### config.mk
export PLATFORM = sky130hd
export DESIGN_NAME = uart_loopback_ctl
export DESIGN_NICKNAME = d
export VERILOG_FILES = /design/src/rtl/ulb_pkg.sv /design/src/rtl/ulb_modem_mirror.sv /design/src/rtl/ulb_push_sel.sv /design/src/rtl/uart_loopback_ctl.sv
export SDC_FILE = /design/constraint.sdc
export NUM_CORES = 1
export LEC_CHECK = 0
export BUFFER_PORTS_ARGS = -buffer_cell sky130_fd_sc_hd__buf_2
export CAP_MARGIN = 15
export CORE_MARGIN = 2
export CORE_UTILIZATION = 35
export CTS_CLUSTER_SIZE = 24
export DETAILED_ROUTE_END_ITERATION = 8
export PLACE_DENSITY_LB_ADDON = 0.25
export SETUP_SLACK_MARGIN = 0.02
export SLEW_MARGIN = 20
export SYNTH_ARGS = -nofsm -noshare
export SYNTH_HDL_FRONTEND = slang
export SYNTH_SLANG_ARGS = --single-unit
### constraint.sdc
create_clock -name clk -period 1.48 [get_ports clk]
set_input_delay 0.296 -clock clk [delete_from_list [all_inputs] [get_ports clk]]
set_output_delay 0.296 -clock clk [all_outputs]
set_load 0.01 [all_outputs]
### src/rtl/ulb_pkg.sv
package ulb_pkg;

  localparam int MS_W = 4;

  // packed order puts ring indicator at bit 0, data-set-ready at bit 3
  typedef struct packed {
    logic dsr;
    logic dcd;
    logic cts;
    logic ri;
  } modem_flags_t;

  typedef enum logic [2:0] {
    SRC_NONE,
    SRC_PEND,
    SRC_TX,
    SRC_BRK,
    SRC_EXT
  } push_src_e;

endpackage

### src/rtl/ulb_modem_mirror.sv
module ulb_modem_mirror
  import ulb_pkg::*;
(
  input  logic             clk,
  input  logic             rst_n,
  input  logic             ctrl_wr,
  input  logic             ctrl_lbe,
  input  logic             ctrl_out1,
  input  logic             ctrl_out2,
  input  logic             ctrl_rts,
  input  logic             ctrl_dtr,
  output modem_flags_t     flags,
  output logic [MS_W-1:0]  ms_set,
  output logic [MS_W-1:0]  ms_clr
);

  modem_flags_t    flags_q, flags_d;
  logic [MS_W-1:0] set_q, set_d, clr_q, clr_d;
  logic            upd;

  assign upd = ctrl_wr && ctrl_lbe;

  always_comb begin
    flags_d = flags_q;
    set_d   = '0;
    clr_d   = '0;
    if (upd) begin
      flags_d.ri  = ctrl_out2;
      flags_d.dcd = ctrl_out1;
      flags_d.cts = ctrl_rts;
      flags_d.dsr = ctrl_dtr;
      clr_d       = '1;
      set_d       = flags_d;
    end
  end

  always_ff @(posedge clk or negedge rst_n) begin
    if (!rst_n) begin
      flags_q <= '0;
      set_q   <= '0;
      clr_q   <= '0;
    end else begin
      if (upd) flags_q <= flags_d;
      set_q <= set_d;
      clr_q <= clr_d;
    end
  end

  assign flags  = flags_q;
  assign ms_set = set_q;
  assign ms_clr = clr_q;

  assert_map_R2: assert property (@(posedge clk) disable iff (!rst_n)
    (ctrl_wr && ctrl_lbe) |=> (flags.ri == $past(ctrl_out2)) && (flags.dcd == $past(ctrl_out1))
                              && (flags.cts == $past(ctrl_rts)) && (flags.dsr == $past(ctrl_dtr)));

  assert_hold_R3: assert property (@(posedge clk) disable iff (!rst_n)
    !(ctrl_wr && ctrl_lbe) |=> $stable(flags));

  assert_irq_vec_R4: assert property (@(posedge clk) disable iff (!rst_n)
    (ms_clr != '0) |-> (ms_clr == '1) && (ms_set == flags));

  assert_irq_idle_R4: assert property (@(posedge clk) disable iff (!rst_n)
    !(ctrl_wr && ctrl_lbe) |=> (ms_clr == '0) && (ms_set == '0));

endmodule

### src/rtl/ulb_push_sel.sv
module ulb_push_sel
  import ulb_pkg::*;
#(
  parameter int DATA_W = 8
) (
  input  logic              clk,
  input  logic              rst_n,
  input  logic              lbe,
  input  logic              tx_wr,
  input  logic [DATA_W-1:0] tx_data,
  input  logic              brk_edge,
  input  logic              ext_valid,
  input  logic [DATA_W-1:0] ext_data,
  input  logic              ext_break,
  input  logic              fifo_full,
  output logic              push_valid,
  output logic [DATA_W-1:0] push_data,
  output logic              push_break
);

  localparam logic [DATA_W-1:0] BRK_DATA = '0;

  logic              tx_req, brk_req, ext_req;
  logic              pend_q, pend_d;
  push_src_e         src;
  logic              pv_q, pv_d;
  logic [DATA_W-1:0] pd_q, pd_d;
  logic              pb_q, pb_d;

  assign tx_req  = lbe && tx_wr;
  assign brk_req = lbe && brk_edge;
  assign ext_req = !lbe && ext_valid;

  always_comb begin
    if (pend_q)       src = SRC_PEND;
    else if (tx_req)  src = SRC_TX;
    else if (brk_req) src = SRC_BRK;
    else if (ext_req) src = SRC_EXT;
    else              src = SRC_NONE;
  end

  always_comb begin
    pend_d = brk_req && (src != SRC_BRK);
    pd_d   = pd_q;
    pb_d   = 1'b0;
    case (src)
      SRC_PEND, SRC_BRK: begin pd_d = BRK_DATA; pb_d = 1'b1;      end
      SRC_TX:            begin pd_d = tx_data;  pb_d = 1'b0;      end
      SRC_EXT:           begin pd_d = ext_data; pb_d = ext_break; end
      default:           ;
    endcase
    pv_d = (src != SRC_NONE) && !fifo_full;
  end

  always_ff @(posedge clk or negedge rst_n) begin
    if (!rst_n) begin
      pend_q <= 1'b0;
      pv_q   <= 1'b0;
      pd_q   <= '0;
      pb_q   <= 1'b0;
    end else begin
      pend_q <= pend_d;
      pv_q   <= pv_d;
      if (pv_d) begin
        pd_q <= pd_d;
        pb_q <= pb_d;
      end
    end
  end

  assign push_valid = pv_q;
  assign push_data  = pd_q;
  assign push_break = pb_q;

  assert_tx_push_R5: assert property (@(posedge clk) disable iff (!rst_n)
    (lbe && tx_wr && !pend_q && !fifo_full) |=>
      push_valid && !push_break && (push_data == $past(tx_data)));

  assert_ext_block_R8: assert property (@(posedge clk) disable iff (!rst_n)
    (lbe && ext_valid && !tx_wr && !brk_edge && !pend_q) |=> !push_valid);

  assert_full_drop_R10: assert property (@(posedge clk) disable iff (!rst_n)
    fifo_full |=> !push_valid);

  assert_break_data_R6: assert property (@(posedge clk) disable iff (!rst_n)
    (push_valid && push_break && $past(lbe)) |-> (push_data == BRK_DATA));

endmodule

### src/rtl/uart_loopback_ctl.sv
module uart_loopback_ctl
  import ulb_pkg::*;
#(
  parameter int DATA_W = 8
) (
  input  logic              clk,
  input  logic              rst_n,
  input  logic              ctrl_wr,
  input  logic              ctrl_lbe,
  input  logic              ctrl_out1,
  input  logic              ctrl_out2,
  input  logic              ctrl_rts,
  input  logic              ctrl_dtr,
  input  logic              tx_wr,
  input  logic [DATA_W-1:0] tx_data,
  input  logic              lcr_wr,
  input  logic              lcr_brk,
  input  logic              ext_valid,
  input  logic [DATA_W-1:0] ext_data,
  input  logic              ext_break,
  input  logic              fifo_full,
  output logic              push_valid,
  output logic [DATA_W-1:0] push_data,
  output logic              push_break,
  output logic              flag_ri,
  output logic              flag_dcd,
  output logic              flag_cts,
  output logic              flag_dsr,
  output logic [3:0]        ms_irq_set,
  output logic [3:0]        ms_irq_clr
);

  logic         lbe_q, lbe_d;
  logic         brk_q, brk_d;
  logic         brk_edge;
  modem_flags_t flags;

  // loopback state and stored send-break bit
  always_comb begin
    lbe_d    = ctrl_wr ? ctrl_lbe : lbe_q;
    brk_d    = lcr_wr  ? lcr_brk  : brk_q;
    brk_edge = lcr_wr && lcr_brk && !brk_q;
  end

  always_ff @(posedge clk or negedge rst_n) begin
    if (!rst_n) begin
      lbe_q <= 1'b0;
      brk_q <= 1'b0;
    end else begin
      lbe_q <= lbe_d;
      brk_q <= brk_d;
    end
  end

  ulb_modem_mirror i_mirror (
    .clk       (clk),
    .rst_n     (rst_n),
    .ctrl_wr   (ctrl_wr),
    .ctrl_lbe  (ctrl_lbe),
    .ctrl_out1 (ctrl_out1),
    .ctrl_out2 (ctrl_out2),
    .ctrl_rts  (ctrl_rts),
    .ctrl_dtr  (ctrl_dtr),
    .flags     (flags),
    .ms_set    (ms_irq_set),
    .ms_clr    (ms_irq_clr)
  );

  ulb_push_sel #(.DATA_W(DATA_W)) i_push (
    .clk        (clk),
    .rst_n      (rst_n),
    .lbe        (lbe_q),
    .tx_wr      (tx_wr),
    .tx_data    (tx_data),
    .brk_edge   (brk_edge),
    .ext_valid  (ext_valid),
    .ext_data   (ext_data),
    .ext_break  (ext_break),
    .fifo_full  (fifo_full),
    .push_valid (push_valid),
    .push_data  (push_data),
    .push_break (push_break)
  );

  assign flag_ri  = flags.ri;
  assign flag_dcd = flags.dcd;
  assign flag_cts = flags.cts;
  assign flag_dsr = flags.dsr;

  assert_no_push_off_R9: assert property (@(posedge clk) disable iff (!rst_n)
    (!lbe_q && !ext_valid && $past(!lbe_q)) |=> !push_valid);

  assert_brk_level_R6: assert property (@(posedge clk) disable iff (!rst_n)
    (lcr_wr && lcr_brk && brk_q && !tx_wr && lbe_q && !ext_valid) |=> !(push_valid && push_break));

endmodule

After elaboration in Yosys (flattened, before gate mapping). Cells that the tools add are included.

Bits in read-only memories: 0. Bits in latches: 0. Output and inout bits: 22. RAM bits: 0. Flip-flop bits (word level): 25. Memories kept: 0.

Bitwise operators: 0. Shift-type cells: 0. Add/subtract/negate cells: 0. Reduce and logical (&&, ||, !) cells: 15. Divide/modulo/power cells: 0. Equality and inequality tests: 5. Magnitude comparators: 0. $mul: 0. Muxes and demuxes: 8.

Operators with widths (count): 8-bit case mux with 3 select lines (1); 3-bit two-way mux (4); 1-bit logical AND (8); 4-bit two-way mux (2); 3-bit by 2-bit equality test with 1-bit output (second input constant) (2); 3-bit nonzero test (2); 3-bit by 1-bit equality test with 1-bit output (second input constant) (1); 3-bit equality test (second input constant) (1); 1-bit zero test (3); 3-bit by 2-bit != test with 1-bit output (second input constant) (1); 1-bit case mux with 2 select lines (1); 2-bit AND reduction (1); 2-bit OR reduction (1).

Logic depth before layout (Yosys ltp). Gate-level depths: netlist of run 1.

Word-level depth: 10. Mapped depth: 5.

Cells and area by module. From an unflattened synthesis of run 1, not the netlist that was laid out.

Cells, all modules: 65. Area total of the unflattened synthesis: 953.4 um2.

Modules (own cells, without submodules): ulb_push_sel (instances 1, area an instance 548.0 um2, cells an instance 38); ulb_modem_mirror (instances 1, area an instance 315.3 um2, cells an instance 22); uart_loopback_ctl (instances 1, area an instance 90.1 um2, cells an instance 5).

Worst setup path before layout of run 1. No wires, ideal clock.

Path type: register to register. Start: register brk_q. End: register i_push.pd_q[0], in the netlist i_push.push_data[0]. Arrival: 1.399 ns. Stages on the path, launching flop included: 4. Clock period less this slack: 1.524 ns. Slack: -0.044 ns. Path buffers: 0. Required time: 1.355 ns. Path through: dfrtp_1 nand3b_1 a311oi_4 mux2_2.

RTL lines: start, declared (RTL line uart_loopback_ctl.sv:34) `logic brk_q, brk_d;`; start signal, assigned (RTL line uart_loopback_ctl.sv:51) `brk_q <= brk_d;`; 1-bit zero test (RTL line uart_loopback_ctl.sv:42) `brk_edge = lcr_wr && lcr_brk && !brk_q;`; 1-bit logical AND (RTL line uart_loopback_ctl.sv:42); 1-bit logical AND (RTL line ulb_push_sel.sv:31) `assign brk_req = lbe && brk_edge;`; 3-bit two-way mux (RTL line ulb_push_sel.sv:37) `else if (brk_req) src = SRC_BRK;`; 3-bit two-way mux (RTL line ulb_push_sel.sv:36) `else if (tx_req) src = SRC_TX;`; 3-bit two-way mux (RTL line ulb_push_sel.sv:35) `if (pend_q) src = SRC_PEND;`; 3-bit nonzero test (RTL line ulb_push_sel.sv:52) `pv_d = (src != SRC_NONE) && !fifo_full;`; 1-bit logical AND (RTL line ulb_push_sel.sv:52); named net i_push.pv_d (RTL line ulb_push_sel.sv:26) `logic pv_q, pv_d;`; 2-bit AND reduction (no source line); end signal, assigned (RTL line ulb_push_sel.sv:65) `pd_q <= pd_d;`; end, declared (RTL line ulb_push_sel.sv:27) `logic [DATA_W-1:0] pd_q, pd_d;`.

The timed path passes the listed nets, and every way through them passes these cells. A chain may end at the register's enable or synchronous reset.

Worst setup path after layout of run 1.
Start: register brk_q. End: register i_push.pd_q[6], in the netlist i_push.push_data[6].

The elaborated chain is that of the path after synthesis.

==> flow_metrics.env, run 1 <==
export IMPL_status="complete, no violations"
export IMPL_async_flop_share_pct=100
export IMPL_clk_pin_slew_ps=110
export IMPL_grt_max_degree=23
export IMPL_ys_top_cells_by_count="22 x dfrtp_1, 9 x a21oi_1, 9 x mux2_2, 9 x nand3b_1, 8 x nand3_1"
export IMPL_htree_levels=1
export IMPL_antenna_found_initial=0
export IMPL_crit_type="reg2reg"
export IMPL_first_pass_iters=2
export IMPL_hold_violations=0
export IMPL_drtAntennaViolNets=0
export IMPL_required_ps=1670
export IMPL_drv_cap=0
export IMPL_core_area_um2=2710
export IMPL_p_leak_nw=0.726
export IMPL_synth_top_area_share_pct=55.8
export IMPL_worstPathArrival_ps=1670
export IMPL_crit_slowest_cell="dfrtp_1"
export IMPL_clockBufferDepth=2
export IMPL_drtIter0Drc=62
export IMPL_rsz0062_at_grt="true"
export IMPL_final_core_util_pct=49.5
export IMPL_vias=839
export IMPL_clock_root_buffer="clkbuf_4"
export IMPL_grt_pass1_wl_mm=3.79
export IMPL_place_inst=162
export IMPL_power_density_nw_per_um2=1020
export IMPL_finalNonFillerCells=168
export IMPL_overflow=0
export IMPL_worst_pin_slew_ps=474
export IMPL_yosysMostFrequentCell="dfrtp_1"
export IMPL_grt_pass1_vias=857
export IMPL_hp_class="in2reg"
export IMPL_portBuffers=51
export IMPL_rows=19
export IMPL_synth_area_top_cells="dfrtp_1 56%, mux2_2 10%, nand3b_1 6.8%"
export IMPL_globalplace_congestion=0.720
export IMPL_via_per_inst=4.99
export IMPL_setup_viol=0
export IMPL_antenna_cells=0
export IMPL_die_y_um=57.1
export IMPL_drcViolationCount=0
export IMPL_yosys_warnings=0
export IMPL_final_layout_size_suffix_gt1_share_pct=52.6
export IMPL_worstPathMaxFanout=10
export IMPL_cts_tree="yes"
export IMPL_critical_path_max_stage_delay_ps=390
export IMPL_ys_seq_area_share_pct=55.8
export IMPL_layout_nets=168
export IMPL_finalCritPeriodShare_pct=99.7
export IMPL_avgSynthCellArea_um2=11.9
export IMPL_worst_setup_path_end_kind="flop"
export IMPL_wire_per_inst_um=12.8
export IMPL_synth_edf_count=0
export IMPL_crit_chain="nand3b_1 -> a311oi_4 -> buf_12 -> mux2_2"
export IMPL_dieArea_um2=3260
export IMPL_syn_instance_count=83
export IMPL_syn_nets=113
export IMPL_synth_ff_type="dfrtp_1"
export IMPL_cp_start_kind="flop"
export IMPL_cts_buffers=3
export IMPL_min_period_ps=1470
export IMPL_fin_worst_skew_ps=4.76
export IMPL_ir_worst_vdd_v=0.000722
export IMPL_place_hpwl_mm=1.61
export IMPL_io_pins=52
export IMPL_grt_usage_pct=14.9
export IMPL_yosysTopAreaCell="dfrtp_1"
export IMPL_worst_skew_pair_late_latency_ps=300
export IMPL_final_max_slew_viol_count=0
export IMPL_max_freq_mhz=678
export IMPL_fp_dieW_um=57.1
export IMPL_clock_sinks=22
export IMPL_synthesis_area_um2=987
export IMPL_synth_cell_types=18
export IMPL_timing_slew_headroom_pct=68.4
export IMPL_yosys_register_bits=22
export IMPL_syn2layout_area_growth_pct=35.9
export IMPL_finalWirelength_mm=2.16
export IMPL_start_util_pct=36.4
## flip-flops by register name (all words and copies together) (netlist names)
signal	flops
lbe_q	1
i_push.pend_q	1
i_mirror.ms_clr	1
i_push.push_valid	1
i_mirror.ms_set	4
i_mirror.flags	4
brk_q	1
i_push.push_break	1
i_push.push_data	8
## repair_timing
action,4_1_cts,5_1_grt
setup buffers,1,0
hold buffers,1,0
setup endpoints to repair,8,8
gates cloned,0,0
hold endpoints to repair,22,0
resized for setup,1,1
## cell type report
class | instances | area, um^2
Fill cell | 265 | 1370
Sequential cell | 22 | 551
Multi-Input combinational cell | 51 | 385
Timing Repair Buffer | 58 | 323
Tap cell | 31 | 38.8
Clock buffer | 4 | 36.3
Inverter | 2 | 7.51
## report_power, final
group          switching, mW  internal (mW)  leakage (nW)  total, mW
registers             0.0380          0.672         0.282      0.710
clock network          0.169          0.150        0.0210      0.319
logic                  0.155          0.178         0.423      0.332
total                  0.362           1.00         0.726       1.36
## layer usage
layer | track usage, % | vias up | part of all wire (%)
met5 | 0 | - | 0
met4 | 6.31 | 0 | 0.56
met3 | 3.63 | 2 | 9.1
met2 | 23.8 | 35 | 46
met1 | 19.4 | 398 | 45
li1 | - | 404 | -
## worst max-delay path: cells and delay by family (launching register included)
kind	cells	cell delay, ps
flip-flops	1	390
buffers and inverters	1	170
AO/OA/AOI/OAI	1	280
multiplexers	1	330
AND/OR/NAND/NOR	1	210
## cells by family (layout without fill, tap and decap cells)
| logic type | after synthesis | after routing | synth area share, % |
|---|---|---|---|
| AND/OR/NAND/NOR | 26 | 26 | 16.2 |
| AO/OA/AOI/OAI | 16 | 16 | 11.8 |
| buffers and inverters | 10 | 64 | 5.96 |
| multiplexers | 9 | 9 | 10.3 |
| flip-flops | 22 | 22 | 55.8 |
## through the flow
stage | worst slack, ps | instance area (um^2) | setup TNS [ps] | hold WS (ps) | total power [mW]
global route | -73.0 | 1340 | -501 | 243 | 1.45
finish | 5.08 | 1340 | 0 | 230 | 1.36
floorplan | 5.41 | 987 | 0 | 0.409 | 0.891
global placement | 41.0 | 1280 | 0 | 286 | 1.04
detailed placement | -3.77 | 1280 | -3.77 | 287 | 1.05
CTS | 5.20 | 1340 | 0 | 221 | 1.38
## final timing paths
kind | end | start | slack (ps) | cells after the start
min in group asynchronous | i_mirror.ms_set[1] | rst_n | 480 | 2
worst min register to register | i_mirror.flags[3] | i_mirror.flags[3] | 490 | 1
worst min-delay path | lbe_q | ctrl_wr | 230 | 2
worst max-delay path | i_push.push_data[6] | brk_q | 5 | 4
worst max register to register | i_push.push_data[6] | brk_q | 5 | 4
max in group asynchronous | i_push.pend_q | rst_n | 680 | 2
## cell usage in the layout, fill, tap and decap left out, types with 3 or more instances in the layout
cell      count
buf_4         5
nand3b_1      9
nand3_1       8
buf_2        51
dfrtp_1      22
clkbuf_4      3
a21o_1        4
mux2_2        7
a21oi_1       9
and3_1        4
Power figures use the tool's default switching activity.
==> run 2: changes to the inputs <==
CORE_MARGIN = 4   (was 2)
CORE_UTILIZATION = 39   (was 35)
==> run 2 against run 1 <==
Effect of this change: the run now ends with setup timing left; fmax is 0.89% lower; clock power is 2% lower; largest cell class unchanged; global-route usage is 2.0 points lower; non-clock buffer count is 2 higher.
==> flow_metrics.env, run 2 (synthesis results as in run 1) <==
export IMPL_filler_cell_count=216
export IMPL_reg2reg_depth=4
export IMPL_final_max_slew_viol_count=0
export IMPL_crit_type="reg2reg"
export IMPL_clock_sinks=22
export IMPL_drtIter0Drc=36
export IMPL_grtUsageMet1_pct=16.3
export IMPL_rsz0062_at_grt="true"
export IMPL_final_core_util_pct=58.3
export IMPL_overflow=0
export IMPL_globalplace_congestion=0.768
export IMPL_cp_start_kind="flop"
export IMPL_dieArea_um2=3400
export IMPL_globalRouteMet2Util_pct=21.4
export IMPL_finalWirelength_mm=2.16
export IMPL_status="finished, violations left"
export IMPL_fin_ws_ps=-8.22
export IMPL_core_area_um2=2320
export IMPL_worstPathMaxFanout=10
export IMPL_antenna_found_initial=0
export IMPL_io_pins=52
export IMPL_hp_class="in2reg"
export IMPL_first_pass_iters=4
export IMPL_antenna_cells=0
export IMPL_regArea_um2=551
export IMPL_htree_levels=1
export IMPL_cts_tree="yes"
export IMPL_min_path_cells=2
export IMPL_required_ps=1670
export IMPL_grt_pass1_vias=783
export IMPL_place_ws_ps=-6.89
export IMPL_reg2reg_slack_ps=-8
export IMPL_final_layout_size_suffix_gt1_share_pct=53.2
export IMPL_drv_cap=0
export IMPL_grt_usage_pct=12.9
export IMPL_die_y_um=58.3
export IMPL_worst_setup_path_end_kind="flop"
export IMPL_min_from="ctrl_wr"
export IMPL_fp_dieW_um=58.3
export IMPL_syn2layout_area_growth_pct=37.0
export IMPL_crit_slowest_cell="dfrtp_1"
export IMPL_clockBufferDepth=2
export IMPL_grt_use_met3_pct=3.73
export IMPL_layout_nets=170
export IMPL_busiest_layer="met2"
export IMPL_layout_commonest_cell="buf_2"
export IMPL_via_per_inst=4.92
export IMPL_min_to="lbe_q"
export IMPL_cts_buffers=3
export IMPL_power_density_nw_per_um2=1000
export IMPL_rows=17
export IMPL_worst_pin_slew_ps=473
export IMPL_setup_viol=6
export IMPL_portBuffers=51
export IMPL_min_period_ps=1490
export IMPL_total_power_mw=1.35
export IMPL_violations="setup timing"
export IMPL_clk_pin_slew_ps=110
export IMPL_largest_register_ffs=8
export IMPL_crit_chain="nand3b_1 -> a311oi_4 -> buf_12 -> mux2_2"
export IMPL_finalNonFillerCells=167
export IMPL_p_leak_nw=0.736
export IMPL_finalCritPeriodShare_pct=101
export IMPL_r2r_start="brk_q"
export IMPL_timing_slew_headroom_pct=68.5
export IMPL_worstPathArrival_ps=1680
export IMPL_start_util_pct=42.6
export IMPL_drcViolationCount=0
export IMPL_final_cell_mix="51 x buf_2, 22 x dfrtp_1, 9 x nand3b_1, 9 x a21oi_1, 8 x nand3_1"
export IMPL_drtAntennaViolNets=0
export IMPL_place_inst=160
export IMPL_grt_pass1_wl_mm=3.41
export IMPL_place_hpwl_mm=1.71
export IMPL_hold_ws_ps=224
export IMPL_ir_worst_vdd_v=0.000666
export IMPL_multi_input_area_um2=385
export IMPL_worst_skew_pair_late_latency_ps=290
export IMPL_wire_per_inst_um=13.0
export IMPL_hold_violations=0
export IMPL_fin_worst_skew_ps=1.70
export IMPL_max_freq_mhz=672
export IMPL_grt_max_degree=23
export IMPL_critical_path_max_stage_delay_ps=380
export IMPL_vias=822
export IMPL_r2r_end="i_push.push_data[3]"
export IMPL_clock_root_buffer="clkbuf_4"
==> run 2: cell type report <==
type,count,area share (%)
clock buffer,4,2.68
inverter,2,0.555
multi-input combinational,51,28.5
sequential,22,40.7
tap,28,2.59
timing repair buffer,60,25.0
==> run 2: where the power goes <==
group	leakage [nW]	switching, mW	internal, mW
combinational	0.433	0.154	0.180
sequential	0.282	0.0372	0.672
clock	0.0210	0.162	0.150
==> run 2: how the worst max path moves through the flow <==
| stage | startpoint | to | slack [ps] |
|---|---|---|---|
| 2_1_floorplan | brk_q | i_push.push_data[0] | 5 |
| 3_3_place_gp | brk_q | i_push.push_data[6] | 40 |
| 3_5_place_dp | brk_q | i_push.push_data[3] | -7 |
| 4_1_cts | brk_q | i_push.push_data[4] | -10 |
| 5_1_grt | brk_q | i_push.push_data[3] | -90 |
| 6_report | brk_q | i_push.push_data[3] | -8 |
==> run 2: timing repair <==
item                       CTS  global route
pin swaps                    0             0
gates cloned                 0             0
buffers inserted             1             1
hold buffers                 1             0
hold endpoints to repair    22             0
setup endpoints to repair    8             8
resized for setup            0             2
==> run 2: layer usage <==
metal  wire length, um  share of wire (%)
met1               882                 41
met2              1020                 47
met3               252                 12
met4                13               0.60
met5                 0                  0
==> run 2: through the flow <==
| step | area (um^2) | TNS (ps) |
|---|---|---|
| 3_3_place_gp | 1280 | 0 |
| 4_1_cts | 1340 | -55.2 |
| 6_report | 1350 | -31.5 |
| 3_5_place_dp | 1280 | -39.0 |
| 2_1_floorplan | 987 | 0 |
| 5_1_grt | 1350 | -631 |
==> run 2: critical path: cells and delay by family (launching register included) <==
kind | cells | cell delay [ps]
AO/OA/AOI/OAI | 1 | 290
buffers and inverters | 1 | 170
flip-flops | 1 | 380
multiplexers | 1 | 330
AND/OR/NAND/NOR | 1 | 220
